==> config.mk <==
export PLATFORM = sky130hd
export DESIGN_NAME = soc_reset_hub
export DESIGN_NICKNAME = d
export VERILOG_FILES = /design/src/rtl/rst_hub_pkg.sv /design/src/rtl/rst_pin_sync.sv /design/src/rtl/rst_cause_arb.sv /design/src/rtl/rst_stretch.sv /design/src/rtl/rst_mode_regs.sv /design/src/rtl/soc_reset_hub.sv
export SDC_FILE = /design/constraint.sdc
export NUM_CORES = 1
export LEC_CHECK = 0
export ABC_CLOCK_PERIOD_IN_PS = 3600
export CORE_MARGIN = 4
export CORE_UTILIZATION = 64
export DETAILED_ROUTE_END_ITERATION = 6
export DONT_BUFFER_PORTS = 1
export PLACE_DENSITY = 0.8
export SKIP_CTS_REPAIR_TIMING = 1
export SYNTH_ARGS = -nofsm -noshare
export SYNTH_HDL_FRONTEND = slang
export SYNTH_SLANG_ARGS = --single-unit
==> constraint.sdc <==
create_clock -name clk -period 3.6 [get_ports clk]
set_clock_uncertainty 0.2 [all_clocks]
set_input_delay 0.18 -clock clk [delete_from_list [all_inputs] [get_ports clk]]
set_output_delay 0.18 -clock clk [all_outputs]
set_load 0.005 [all_outputs]
==> src/rtl/rst_hub_pkg.sv <==
package rst_hub_pkg;

   typedef enum logic [1:0] {
      RT_POR  = 2'd0,
      RT_SYS  = 2'd1,
      RT_PM   = 2'd2,
      RT_WARM = 2'd3
   } rst_type_e;

   typedef enum logic [2:0] {
      RS_PIN     = 3'd0,
      RS_REG_POR = 3'd1,
      RS_REG_SYS = 3'd3,
      RS_REG_PM  = 3'd4,
      RS_WARM    = 3'd5,
      RS_FABRIC  = 3'd6
   } rst_src_e;

   typedef struct packed {
      rst_src_e  src;
      rst_type_e kind;
   } rst_cause_t;

   // mode register bit positions decoded by the trigger logic
   localparam int unsigned MB_POR     = 0;
   localparam int unsigned MB_SYS     = 1;
   localparam int unsigned MB_PM      = 2;
   localparam int unsigned MB_PMHALT  = 3;
   localparam int unsigned MB_DDRC    = 4;
   localparam int unsigned KEY_LSB    = 16;
   localparam int unsigned VEC_LSB    = 5;
   localparam int unsigned DATA_W     = 32;

endpackage

==> src/rtl/rst_pin_sync.sv <==
module rst_pin_sync #(
   parameter int unsigned STAGES  = 2,
   parameter logic        RST_VAL = 1'b0
) (
   input  logic clk,
   input  logic arst_n,
   input  logic d,
   output logic q
);

   if (STAGES < 2) begin : g_bad_stages
      $error("rst_pin_sync: STAGES must be at least 2");
   end

   logic [STAGES-1:0] sh_q;

   always_ff @(posedge clk or negedge arst_n) begin
      if (!arst_n) sh_q <= {STAGES{RST_VAL}};
      else         sh_q <= {sh_q[STAGES-2:0], d};
   end

   assign q = sh_q[STAGES-1];

endmodule

==> src/rtl/rst_cause_arb.sv <==
module rst_cause_arb
   import rst_hub_pkg::*;
#(
   parameter int unsigned FAB_EN_W = 3
) (
   input  logic                pin_act,
   input  logic                pin_pm_sel,
   input  logic [2:0]          reg_trig,
   input  logic [FAB_EN_W-1:0] fab_en,
   input  logic                fab_sys,
   input  logic                fab_pm,
   output logic                hit,
   output rst_type_e           hit_kind,
   output rst_src_e            hit_src
);

   localparam logic [FAB_EN_W-1:0] FAB_ON = {FAB_EN_W{1'b1}};

   logic fab_open, pin_sys, pin_pm, fsys, fpm;

   assign fab_open = (fab_en == FAB_ON);
   assign fsys     = fab_open & fab_sys;
   assign fpm      = fab_open & fab_pm;
   assign pin_sys  = pin_act & ~pin_pm_sel;
   assign pin_pm   = pin_act &  pin_pm_sel;

   // widest type first, then pin, register bit, fabric
   always_comb begin
      hit      = 1'b1;
      hit_kind = RT_POR;
      hit_src  = RS_REG_POR;
      if (reg_trig[MB_POR]) begin
         hit_kind = RT_POR;
         hit_src  = RS_REG_POR;
      end else if (pin_sys) begin
         hit_kind = RT_SYS;
         hit_src  = RS_PIN;
      end else if (reg_trig[MB_SYS]) begin
         hit_kind = RT_SYS;
         hit_src  = RS_REG_SYS;
      end else if (fsys) begin
         hit_kind = RT_SYS;
         hit_src  = RS_FABRIC;
      end else if (pin_pm) begin
         hit_kind = RT_PM;
         hit_src  = RS_PIN;
      end else if (reg_trig[MB_PM]) begin
         hit_kind = RT_PM;
         hit_src  = RS_REG_PM;
      end else if (fpm) begin
         hit_kind = RT_PM;
         hit_src  = RS_FABRIC;
      end else begin
         hit = 1'b0;
      end
   end

endmodule

==> src/rtl/rst_stretch.sv <==
module rst_stretch
   import rst_hub_pkg::*;
#(
   parameter int unsigned STRETCH = 16
) (
   input  logic      clk,
   input  logic      arst_n,
   input  logic      hit,
   input  rst_type_e hit_kind,
   output logic      active,
   output rst_type_e active_kind
);

   localparam int unsigned     CNT_W = (STRETCH < 2) ? 1 : $clog2(STRETCH + 1);
   localparam logic [CNT_W-1:0] LOAD = CNT_W'(STRETCH);

   logic [CNT_W-1:0] cnt_q;
   rst_type_e        kind_q;
   logic             busy;

   assign busy = (cnt_q != '0);

   always_ff @(posedge clk or negedge arst_n) begin
      if (!arst_n) begin
         cnt_q  <= LOAD;
         kind_q <= RT_POR;
      end else if (hit) begin
         cnt_q  <= LOAD;
         kind_q <= (busy && (kind_q < hit_kind)) ? kind_q : hit_kind;
      end else if (busy) begin
         cnt_q  <= cnt_q - 1'b1;
      end
   end

   assign active      = busy;
   assign active_kind = kind_q;

endmodule

==> src/rtl/rst_mode_regs.sv <==
module rst_mode_regs
   import rst_hub_pkg::*;
#(
   parameter int unsigned NCORE      = 4,
   parameter int unsigned ADDR_W     = 4,
   parameter logic [15:0] KEY        = 16'hCDEF,
   parameter logic        CORE0_HALT = 1'b0
) (
   input  logic              clk,
   input  logic              arst_n,
   input  logic              we,
   input  logic [ADDR_W-1:0] addr,
   input  logic [DATA_W-1:0] wdata,
   output logic [DATA_W-1:0] rdata,
   input  logic              wr_block,
   input  logic              dflt,
   input  logic              pm_hit,
   input  logic              cause_we,
   input  rst_cause_t        cause_in,
   output logic [2:0]        trig,
   output logic              ddrc,
   output logic [NCORE-1:0]  halt_out
);

   localparam int unsigned CORE_BASE = 1;
   localparam int unsigned STAT_BASE = 1 + NCORE;
   localparam int unsigned VEC_W     = DATA_W - VEC_LSB;

   logic keyed, wr_ok, pm_halt_q, ddrc_q, halt_all_q, pm_halt_eff;
   logic [DATA_W-1:0] rd_core [NCORE];

   assign wr_ok       = we & ~wr_block;
   assign keyed       = wr_ok && (addr == '0) && (wdata[DATA_W-1:KEY_LSB] == KEY);
   assign trig        = keyed ? wdata[MB_PM:MB_POR] : 3'b000;
   assign pm_halt_eff = keyed ? wdata[MB_PMHALT] : pm_halt_q;

   always_ff @(posedge clk or negedge arst_n) begin
      if (!arst_n) begin
         pm_halt_q <= 1'b0;
         ddrc_q    <= 1'b1;
      end else if (dflt) begin
         pm_halt_q <= 1'b0;
         ddrc_q    <= 1'b1;
      end else if (keyed) begin
         pm_halt_q <= wdata[MB_PMHALT];
         ddrc_q    <= wdata[MB_DDRC];
      end
   end

   always_ff @(posedge clk or negedge arst_n) begin
      if (!arst_n)                    halt_all_q <= 1'b0;
      else if (dflt)                  halt_all_q <= 1'b0;
      else if (pm_hit && pm_halt_eff) halt_all_q <= 1'b1;
      else if (!pm_halt_q)            halt_all_q <= 1'b0;
   end

   assign ddrc = ddrc_q;

   for (genvar i = 0; i < NCORE; i++) begin : g_core
      localparam logic HALT_D = (i == 0) ? CORE0_HALT : 1'b1;
      localparam logic TCM_D  = (i != 0);
      localparam logic [ADDR_W-1:0] MY_MODE = ADDR_W'(CORE_BASE + i);
      localparam logic [ADDR_W-1:0] MY_STAT = ADDR_W'(STAT_BASE + i);

      logic [VEC_W-1:0] vec_q;
      logic             tcm_q, halt_q;
      rst_cause_t       cause_q;
      logic             sel_we;

      assign sel_we = wr_ok && (addr == MY_MODE);

      always_ff @(posedge clk or negedge arst_n) begin
         if (!arst_n) begin
            vec_q  <= '0;
            tcm_q  <= TCM_D;
            halt_q <= HALT_D;
         end else if (dflt) begin
            vec_q  <= '0;
            tcm_q  <= TCM_D;
            halt_q <= HALT_D;
         end else if (sel_we) begin
            vec_q  <= wdata[DATA_W-1:VEC_LSB];
            tcm_q  <= wdata[1];
            halt_q <= wdata[0];
         end
      end

      always_ff @(posedge clk or negedge arst_n) begin
         if (!arst_n)       cause_q <= '{src: RS_PIN, kind: RT_POR};
         else if (cause_we) cause_q <= cause_in;
      end

      always_comb begin
         rd_core[i] = '0;
         if (addr == MY_MODE)
            rd_core[i] = {vec_q, 3'b000, tcm_q, halt_q};
         else if (addr == MY_STAT)
            rd_core[i] = {{(DATA_W-5){1'b0}}, cause_q};
      end

      assign halt_out[i] = halt_all_q | halt_q;
   end

   always_comb begin
      rdata = '0;
      if (addr == '0) begin
         rdata[MB_PMHALT] = pm_halt_q;
         rdata[MB_DDRC]   = ddrc_q;
      end
      for (int k = 0; k < NCORE; k++) rdata = rdata | rd_core[k];
   end

endmodule

==> src/rtl/soc_reset_hub.sv <==
module soc_reset_hub
   import rst_hub_pkg::*;
#(
   parameter int unsigned NCORE       = 4,
   parameter int unsigned STRETCH     = 16,
   parameter int unsigned SYNC_STAGES = 2,
   parameter int unsigned ADDR_W      = 4,
   parameter int unsigned FAB_EN_W    = 3,
   parameter logic [15:0] KEY         = 16'hCDEF,
   parameter logic        CORE0_HALT  = 1'b0
) (
   input  logic                clk,
   input  logic                por_pin_n,
   input  logic                sys_pin_n,
   input  logic                pm_mode_pin,
   input  logic [FAB_EN_W-1:0] fab_en,
   input  logic                fab_sys_req_n,
   input  logic                fab_pm_req_n,
   input  logic                reg_we,
   input  logic [ADDR_W-1:0]   reg_addr,
   input  logic [31:0]         reg_wdata,
   output logic [31:0]         reg_rdata,
   output logic                clkmgr_rst_n,
   output logic                sys_rst_n,
   output logic                fab_rst_n,
   output logic [NCORE-1:0]    core_halt,
   output logic                ddrc_rst
);

   localparam int unsigned NREGS = 1 + 2 * NCORE;

   if (NCORE < 1 || NCORE > 8) begin : g_bad_ncore
      $error("soc_reset_hub: NCORE must be 1..8");
   end
   if (STRETCH < 1) begin : g_bad_stretch
      $error("soc_reset_hub: STRETCH must be at least 1");
   end
   if (NREGS > (1 << ADDR_W)) begin : g_bad_addr
      $error("soc_reset_hub: ADDR_W too small for the register map");
   end
   if (SYNC_STAGES < 2) begin : g_bad_sync
      $error("soc_reset_hub: SYNC_STAGES must be at least 2");
   end

   logic       pin_act, pin_pm_sel, hit, active, cause_we, dflt, pm_hit;
   logic [2:0] trig;
   rst_type_e  hit_kind, act_kind;
   rst_src_e   hit_src;
   rst_cause_t cause_in;

   rst_pin_sync #(.STAGES(SYNC_STAGES), .RST_VAL(1'b0)) i_sync_sys (
      .clk(clk), .arst_n(por_pin_n), .d(~sys_pin_n), .q(pin_act));

   rst_pin_sync #(.STAGES(SYNC_STAGES), .RST_VAL(1'b0)) i_sync_pm (
      .clk(clk), .arst_n(por_pin_n), .d(pm_mode_pin), .q(pin_pm_sel));

   rst_cause_arb #(.FAB_EN_W(FAB_EN_W)) i_arb (
      .pin_act   (pin_act),
      .pin_pm_sel(pin_pm_sel),
      .reg_trig  (trig),
      .fab_en    (fab_en),
      .fab_sys   (~fab_sys_req_n),
      .fab_pm    (~fab_pm_req_n),
      .hit       (hit),
      .hit_kind  (hit_kind),
      .hit_src   (hit_src));

   rst_stretch #(.STRETCH(STRETCH)) i_stretch (
      .clk        (clk),
      .arst_n     (por_pin_n),
      .hit        (hit),
      .hit_kind   (hit_kind),
      .active     (active),
      .active_kind(act_kind));

   assign cause_we = hit && (!active || (hit_kind <= act_kind));
   assign dflt     = (hit && (hit_kind != RT_PM)) || (active && (act_kind != RT_PM));
   assign pm_hit   = hit && (hit_kind == RT_PM);
   assign cause_in = '{src: hit_src, kind: hit_kind};

   rst_mode_regs #(
      .NCORE(NCORE), .ADDR_W(ADDR_W), .KEY(KEY), .CORE0_HALT(CORE0_HALT)
   ) i_regs (
      .clk     (clk),
      .arst_n  (por_pin_n),
      .we      (reg_we),
      .addr    (reg_addr),
      .wdata   (reg_wdata),
      .rdata   (reg_rdata),
      .wr_block(active),
      .dflt    (dflt),
      .pm_hit  (pm_hit),
      .cause_we(cause_we),
      .cause_in(cause_in),
      .trig    (trig),
      .ddrc    (ddrc_rst),
      .halt_out(core_halt));

   assign sys_rst_n    = ~active;
   assign fab_rst_n    = ~active;
   assign clkmgr_rst_n = ~(active && (act_kind == RT_POR));

endmodule

==> results.cfg, run 1 <==
[power_and_ir_drop]
clkPwrFrac_pct = 43.6
vdd_drop_max_v = 0.000409
p_seq_share_pct = 38.7
leakagePower_nw = 3.16
power_frac_comb_pct = 17.7
total_power_mw = 4.20
swShare_pct = 30.0
p_per_area_nw_per_um2 = 533
switchingPower_mw = 1.26
p_int_mw = 2.94

[synthesis]
ys_warn_count = 0
synth_top_area_share_pct = 47.2
syn_avg_cell_area_um2 = 9.19
synth_common_cells = 299 x nand2_1, 127 x dfrtp_1, 80 x a21oi_2
synth-seq-area-share_pct = 50.4
yosys.cell_types.count = 52
synth_seq_cells = 135
synth_area_leader_cell = dfrtp_1
synthCells = 732
syn_area_um2 = 6730
synth_nets = 782
synth_area_leaders = dfrtp_1 47%, nand2_1 17%, a21oi_2 10%
yosys_most_used_dff = dfrtp_1
yosysMostFrequentCell = nand2_1
postSynth.asyncResetShare_pct = 100
synth_edf_count = 0

[route]
wirelength_um = 18800
vias = 5710
first_pass_iters = 7
drt-vias-per-instance = 6.27
avgRoutedWirePerCell_um = 20.7
first_iter_violations = 711
antenna_left = 0
drc_errors = 0

[floorplanning]
start_util_pct = 65.4
rows = 37
die_w_um = 111
dieArea_um2 = 12200
core_um2 = 10300
boundaryPins = 86
die_h_um = 111

[hold_path]
hold_class = input pin to flip-flop

[cts]
cts_tree = done
clock_sinks = 135
root_buffer = clkbuf_8
htree_levels = 4
clk_latency_ns = 0.53
clockBufferDepth = 2
cts_buffers = 17
cts.clk_slew.worst_paths_ns = 0.06

[global_route]
grt-ovfl-total = 0
grt_max_degree = 136
grt_first_pass_wirelength_um = 29800
antenna_found_initial = 0
first_global_vias = 5706
grt_usage_pct = 30.5

[sta]
slew_headroom_pct = 38.6
hold_ws_ns = -0.00169
post-route-min-period_ns = 3.36
timing.fmax_mhz = 298
tightestPinTransition_ns = 0.916
period_share_pct = 93.3
tns_ns = 0
slew_violations = 0
finalHoldViolCount = 1
setup_viol = 0

[critical_path]
worstPathArrival_ns = 3.58
worst_setup_path_end_kind = flip-flop
crit_fanout = 6
critPathKind = flip-flop to flip-flop
start_kind = flip-flop
required_ns = 3.82

[status]
failed_checks = hold timing
status = finished, violations left

[placement]
hpwl_um = 10900
dp.cells = 836
port_buffers = 0
gp_congestion = 0.873

[final_layout]
final_cells = 911
drive_above_1_share_pct = 20.8
post-route-util_pct = 76.6
diodes = 0
nNetsFinal = 812
area_delta_synth_final_pct = 17.1

[job]
max_cap_viol_count = 0
==> registers in the layout, indices dropped and copies added (netlist names) <==
| name | count |
|---|---|
| i_regs.g_core.tcm_q | 4 |
| i_regs.g_core.halt_q | 4 |
| i_regs.ddrc | 1 |
| i_regs.g_core.cause_q | 5 |
| i_regs.halt_all_q | 1 |
| i_regs.g_core.vec_q | 108 |
| i_sync_pm.sh_q | 2 |
| i_stretch.cnt_q | 5 |
| i_stretch.active_kind | 2 |
| i_regs.pm_halt_q | 1 |
| i_sync_sys.sh_q | 2 |
==> path summary, 6_finish.rpt <==
path	start	end	slack (ns)	depth (start not counted)
setup / recovery	i_stretch.cnt_q[0]	i_regs.g_core[0].cause_q[0]	0.24	13
hold / removal	pm_mode_pin	i_sync_pm.sh_q[0]	-0.002	1
setup reg to reg	i_stretch.cnt_q[0]	i_regs.g_core[0].cause_q[0]	0.24	13
hold reg to reg	i_sync_sys.sh_q[0]	i_sync_sys.sh_q[1]	0.15	0
max in group asynchronous	por_pin_n	i_regs.g_core[0].halt_q	2.63	2
min in group asynchronous	por_pin_n	i_regs.g_core[1].vec_q[4]	0.04	2
==> layer usage <==
layer | vias to the layer above | part of all wire, % | global-route usage [%]
met1 | 2796 | 39 | 38.9
met2 | 309 | 50 | 48.6
met5 | - | 0 | 0
met3 | 44 | 8.3 | 8.16
li1 | 2561 | - | -
met4 | 0 | 2.7 | 14.4
==> stage by stage <==
stage / instance area [um2] / worst slack, ns
finish: 7880 / 0.240
global route: 7880 / -0.0204
CTS: 7420 / 0.113
detailed placement: 6800 / 0.131
global placement: 6800 / 0.337
floorplan: 6730 / 0.483
==> kinds of logic (layout without fill, tap and decap cells) <==
kind of cell,after synthesis,count (layout),synth area share (%)
mux,6,6,0.967
fa+ha+maj,4,4,0.744
xor+xnor,2,2,0.260
flops,135,135,50.4
compound gates,171,171,20.4
simple gates,353,353,22.0
buf+inv,61,104,5.28
==> power groups by stage <==
stage	Clock (mW)	Sequential (mW)	Combinational [mW]
final	1.83	1.62	0.741
after global routing	1.92	1.63	0.807
after CTS	1.84	1.62	0.645
after detailed placement	0	1.65	0.644
after global placement	0	1.65	0.624
after floorplan	0	1.64	0.606
==> area by class of cell <==
| class | count | area [um2] |
|---|---|---|
| sequential | 135 | 3390 |
| clock inverter | 15 | 201 |
| multi-input combinational | 536 | 3030 |
| timing repair buffer | 63 | 636 |
| fill | 683 | 2400 |
| clock buffer | 17 | 414 |
| inverter | 9 | 33.8 |
| tap | 136 | 170 |
==> layout by cell type (no fill, tap or decap), types with 3 or more instances in the layout <==
master,n
nor2_1,7
buf_4,17
mux2_2,4
nor3_1,4
dfstp_2,8
and3_1,4
nand3_1,9
clkinv_2,3
clkbuf_16,16
clkinvlp_4,5
o21ai_0,6
a21oi_2,80
or2_2,5
nand2_1,299
dfrtp_1,127
inv_1,9
a222oi_1,29
ha_1,4
a22o_1,3
a21oi_1,35
and2_1,3
dlygate4sd3_1,42
bufinv_16,4
buf_12,3
==> critical path, cell delays in order (launching register included) <==
cell      delay, ns
dfrtp_1        0.37
inv_1          0.12
ha_1           0.20
nor4b_4        0.23
and4_4         0.31
nand4_1        0.19
a221oi_2       0.40
inv_1          0.09
ha_1           0.29
inv_1          0.07
a21oi_1        0.05
nor3_1         0.32
nor2_2         0.11
mux2_2         0.30
(Power assumes the default switching activity.)
==> run 2: changes to the inputs <==
--- a/config.mk
+++ b/config.mk
@@ -8,6 +8,7 @@
 export ABC_CLOCK_PERIOD_IN_PS = 3600
 export CORE_MARGIN = 4
 export CORE_UTILIZATION = 64
+export CTS_BUF_LIST = sky130_fd_sc_hd__clkbuf_16
 export DETAILED_ROUTE_END_ITERATION = 6
 export DONT_BUFFER_PORTS = 1
 export PLACE_DENSITY = 0.8
==> run 2 against run 1 <==
The run still ends with hold timing left; non-clock buffer count fell by 6; utilization fell by 0.47 points; clock power barely moved; die area did not move; sequential power barely moved; worst setup slack improved by 0.0052 ns; clock-buffer cell count did not move; register-to-register slack barely moved; combinational power fell by 0.9%; wire length fell by 0.65%; via count rose by 0.54%; design area fell by 0.62%; largest cell class unchanged.
==> results.cfg, run 2 (synthesis results as in run 1) <==
[final_layout]
fillerInstances = 692
drive_above_1_share_pct = 20.9
nNetsFinal = 806
final_cells = 905
final_cell_mix = 299 x nand2_1, 127 x dfrtp_1, 80 x a21oi_2, 36 x dlygate4sd3_1, 35 x a21oi_1
largest_register_ffs = 108
post-route-util_pct = 76.2
area_delta_synth_final_pct = 16.4
max_flop_register = i_regs.g_core.vec_q
layout_commonest_cell = nand2_1
reg_top3 = i_regs.g_core.vec_q (108), i_regs.g_core.cause_q (5), i_stretch.cnt_q (5)
diodes = 0

[route]
first_pass_iters = 7
drc_errors = 0
drt-vias-per-instance = 6.34
antenna_left = 0
wirelength_um = 18700
first_iter_violations = 661
vias = 5741
avgRoutedWirePerCell_um = 20.7

[sta]
period_share_pct = 93.2
slew_violations = 0
fin_ws_ns = 0.245
hold_ws_ns = -0.0458
finalHoldViolCount = 3
slew_headroom_pct = 36.2
timing.fmax_mhz = 298
post-route-min-period_ns = 3.36
tightestPinTransition_ns = 0.952
setup_viol = 0
tns_ns = 0

[global_route]
grt_max_degree = 136
first_global_vias = 5702
grt_use_met2_pct = 48.9
antenna_found_initial = 0
grt_util_met3_pct = 8.16
grt-ovfl-total = 0
grt_first_pass_wirelength_um = 29800
grtUsageMet1_pct = 38.7
grt_usage_pct = 30.4
top_usage_layer = met2

[cts]
root_buffer = clkbuf_16
clockBufferDepth = 2
clock_sinks = 135
cts_tree = done
clk_latency_ns = 0.42
cts.clk_slew.worst_paths_ns = 0.06
htree_levels = 4
cts_buffers = 17

[placement]
gp_congestion = 0.873
dp.cells = 836
hpwl_um = 10900
port_buffers = 0
pre_cts_ws_ns = 0.131

[critical_path]
cpMaxStageDelayCell = a221oi_2
r2r-start = i_stretch.cnt_q[0]
worst_setup_path_end_kind = flip-flop
crit_start = i_stretch.cnt_q[0]
r2r_setup_slack_ns = 0.24
path_cells = inv_1, ha_1, nor4b_4, and4_4, nand4_1, a221oi_2, inv_1, ha_1, inv_1, a21oi_1, nor3_1, nor2_2, mux2_2
cp_common_cell = inv_1
crit_buf_inv = 3
worstPathArrival_ns = 3.46
required_ns = 3.71
critPathKind = flip-flop to flip-flop
start_kind = flip-flop
crit_fanout = 6
cp_top_family = simple AND/OR/NAND/NOR gates
slowest_delay_ns = 0.42

[status]
failed_checks = hold timing
status = finished, violations left

[power_and_ir_drop]
clkPwrFrac_pct = 44.1
p_seq_share_pct = 38.5
power_frac_comb_pct = 17.4
p_int_mw = 2.97
swShare_pct = 29.7
vdd_drop_max_v = 0.000410
p_per_area_nw_per_um2 = 539
leakagePower_nw = 3.14
switchingPower_mw = 1.25

[floorplanning]
boundaryPins = 86
start_util_pct = 65.4
die_w_um = 111
die_h_um = 111
rows = 37
dieArea_um2 = 12200
core_um2 = 10300

[hold_path]
hold_class = input pin to flip-flop
worstHoldStart = reg_wdata[30]

[job]
max_cap_viol_count = 0
[run 2: changes by cell type in the layout (fill, tap and decap cells not counted), sizes merged]
cell	previous run	this run
dlygate4sd3	42	36
[run 2: cell type report]
class | instances | area (um2) | area share (%)
repair buffers | 57 | 576 | 7.35
multi-input cells | 536 | 3030 | 38.7
inverters | 9 | 33.8 | 0.432
clock inverters | 15 | 201 | 2.57
flip-flops and latches | 135 | 3390 | 43.3
well taps | 136 | 170 | 2.17
clock buffers | 17 | 425 | 5.44
[run 2: tightest hold or removal path: stages]
cell and delay, ns:
nand2_1 0.06, nor4_2 0.07, nand3_1 0.12, o21ai_0 0.10
[run 2: metal layers]
| metal | share of wire (%) | vias up |
|---|---|---|
| met5 | 0 | - |
| met4 | 2.9 | 0 |
| met3 | 9.4 | 57 |
| met2 | 50 | 341 |
| met1 | 38 | 2791 |
| li1 | - | 2552 |
[run 2: worst paths after layout]
path                                                to  depth (start not counted)
max                        i_regs.g_core[0].cause_q[0]                         13
min                        i_regs.g_core[0].cause_q[2]                          4
max reg2reg                i_regs.g_core[0].cause_q[0]                         13
min reg2reg                         i_sync_sys.sh_q[1]                          0
max in group asynchronous   i_regs.g_core[2].vec_q[22]                          2
min in group asynchronous    i_regs.g_core[1].vec_q[4]                          2
[run 2: stage by stage]
step	area [um2]	power, mW
2_1_floorplan	6730	2.24
3_3_place_gp	6800	2.27
3_5_place_dp	6800	2.29
4_1_cts	7430	4.14
5_1_grt	7830	4.39
6_report	7830	4.22
[run 2: power groups by stage]
stage / registers, mW / clock network [mW] / logic [mW]
after floorplan: 1.64 / 0 / 0.606
after global placement: 1.65 / 0 / 0.624
after detailed placement: 1.65 / 0 / 0.644
after CTS: 1.62 / 1.87 / 0.645
after global routing: 1.63 / 1.96 / 0.800
final: 1.62 / 1.86 / 0.734
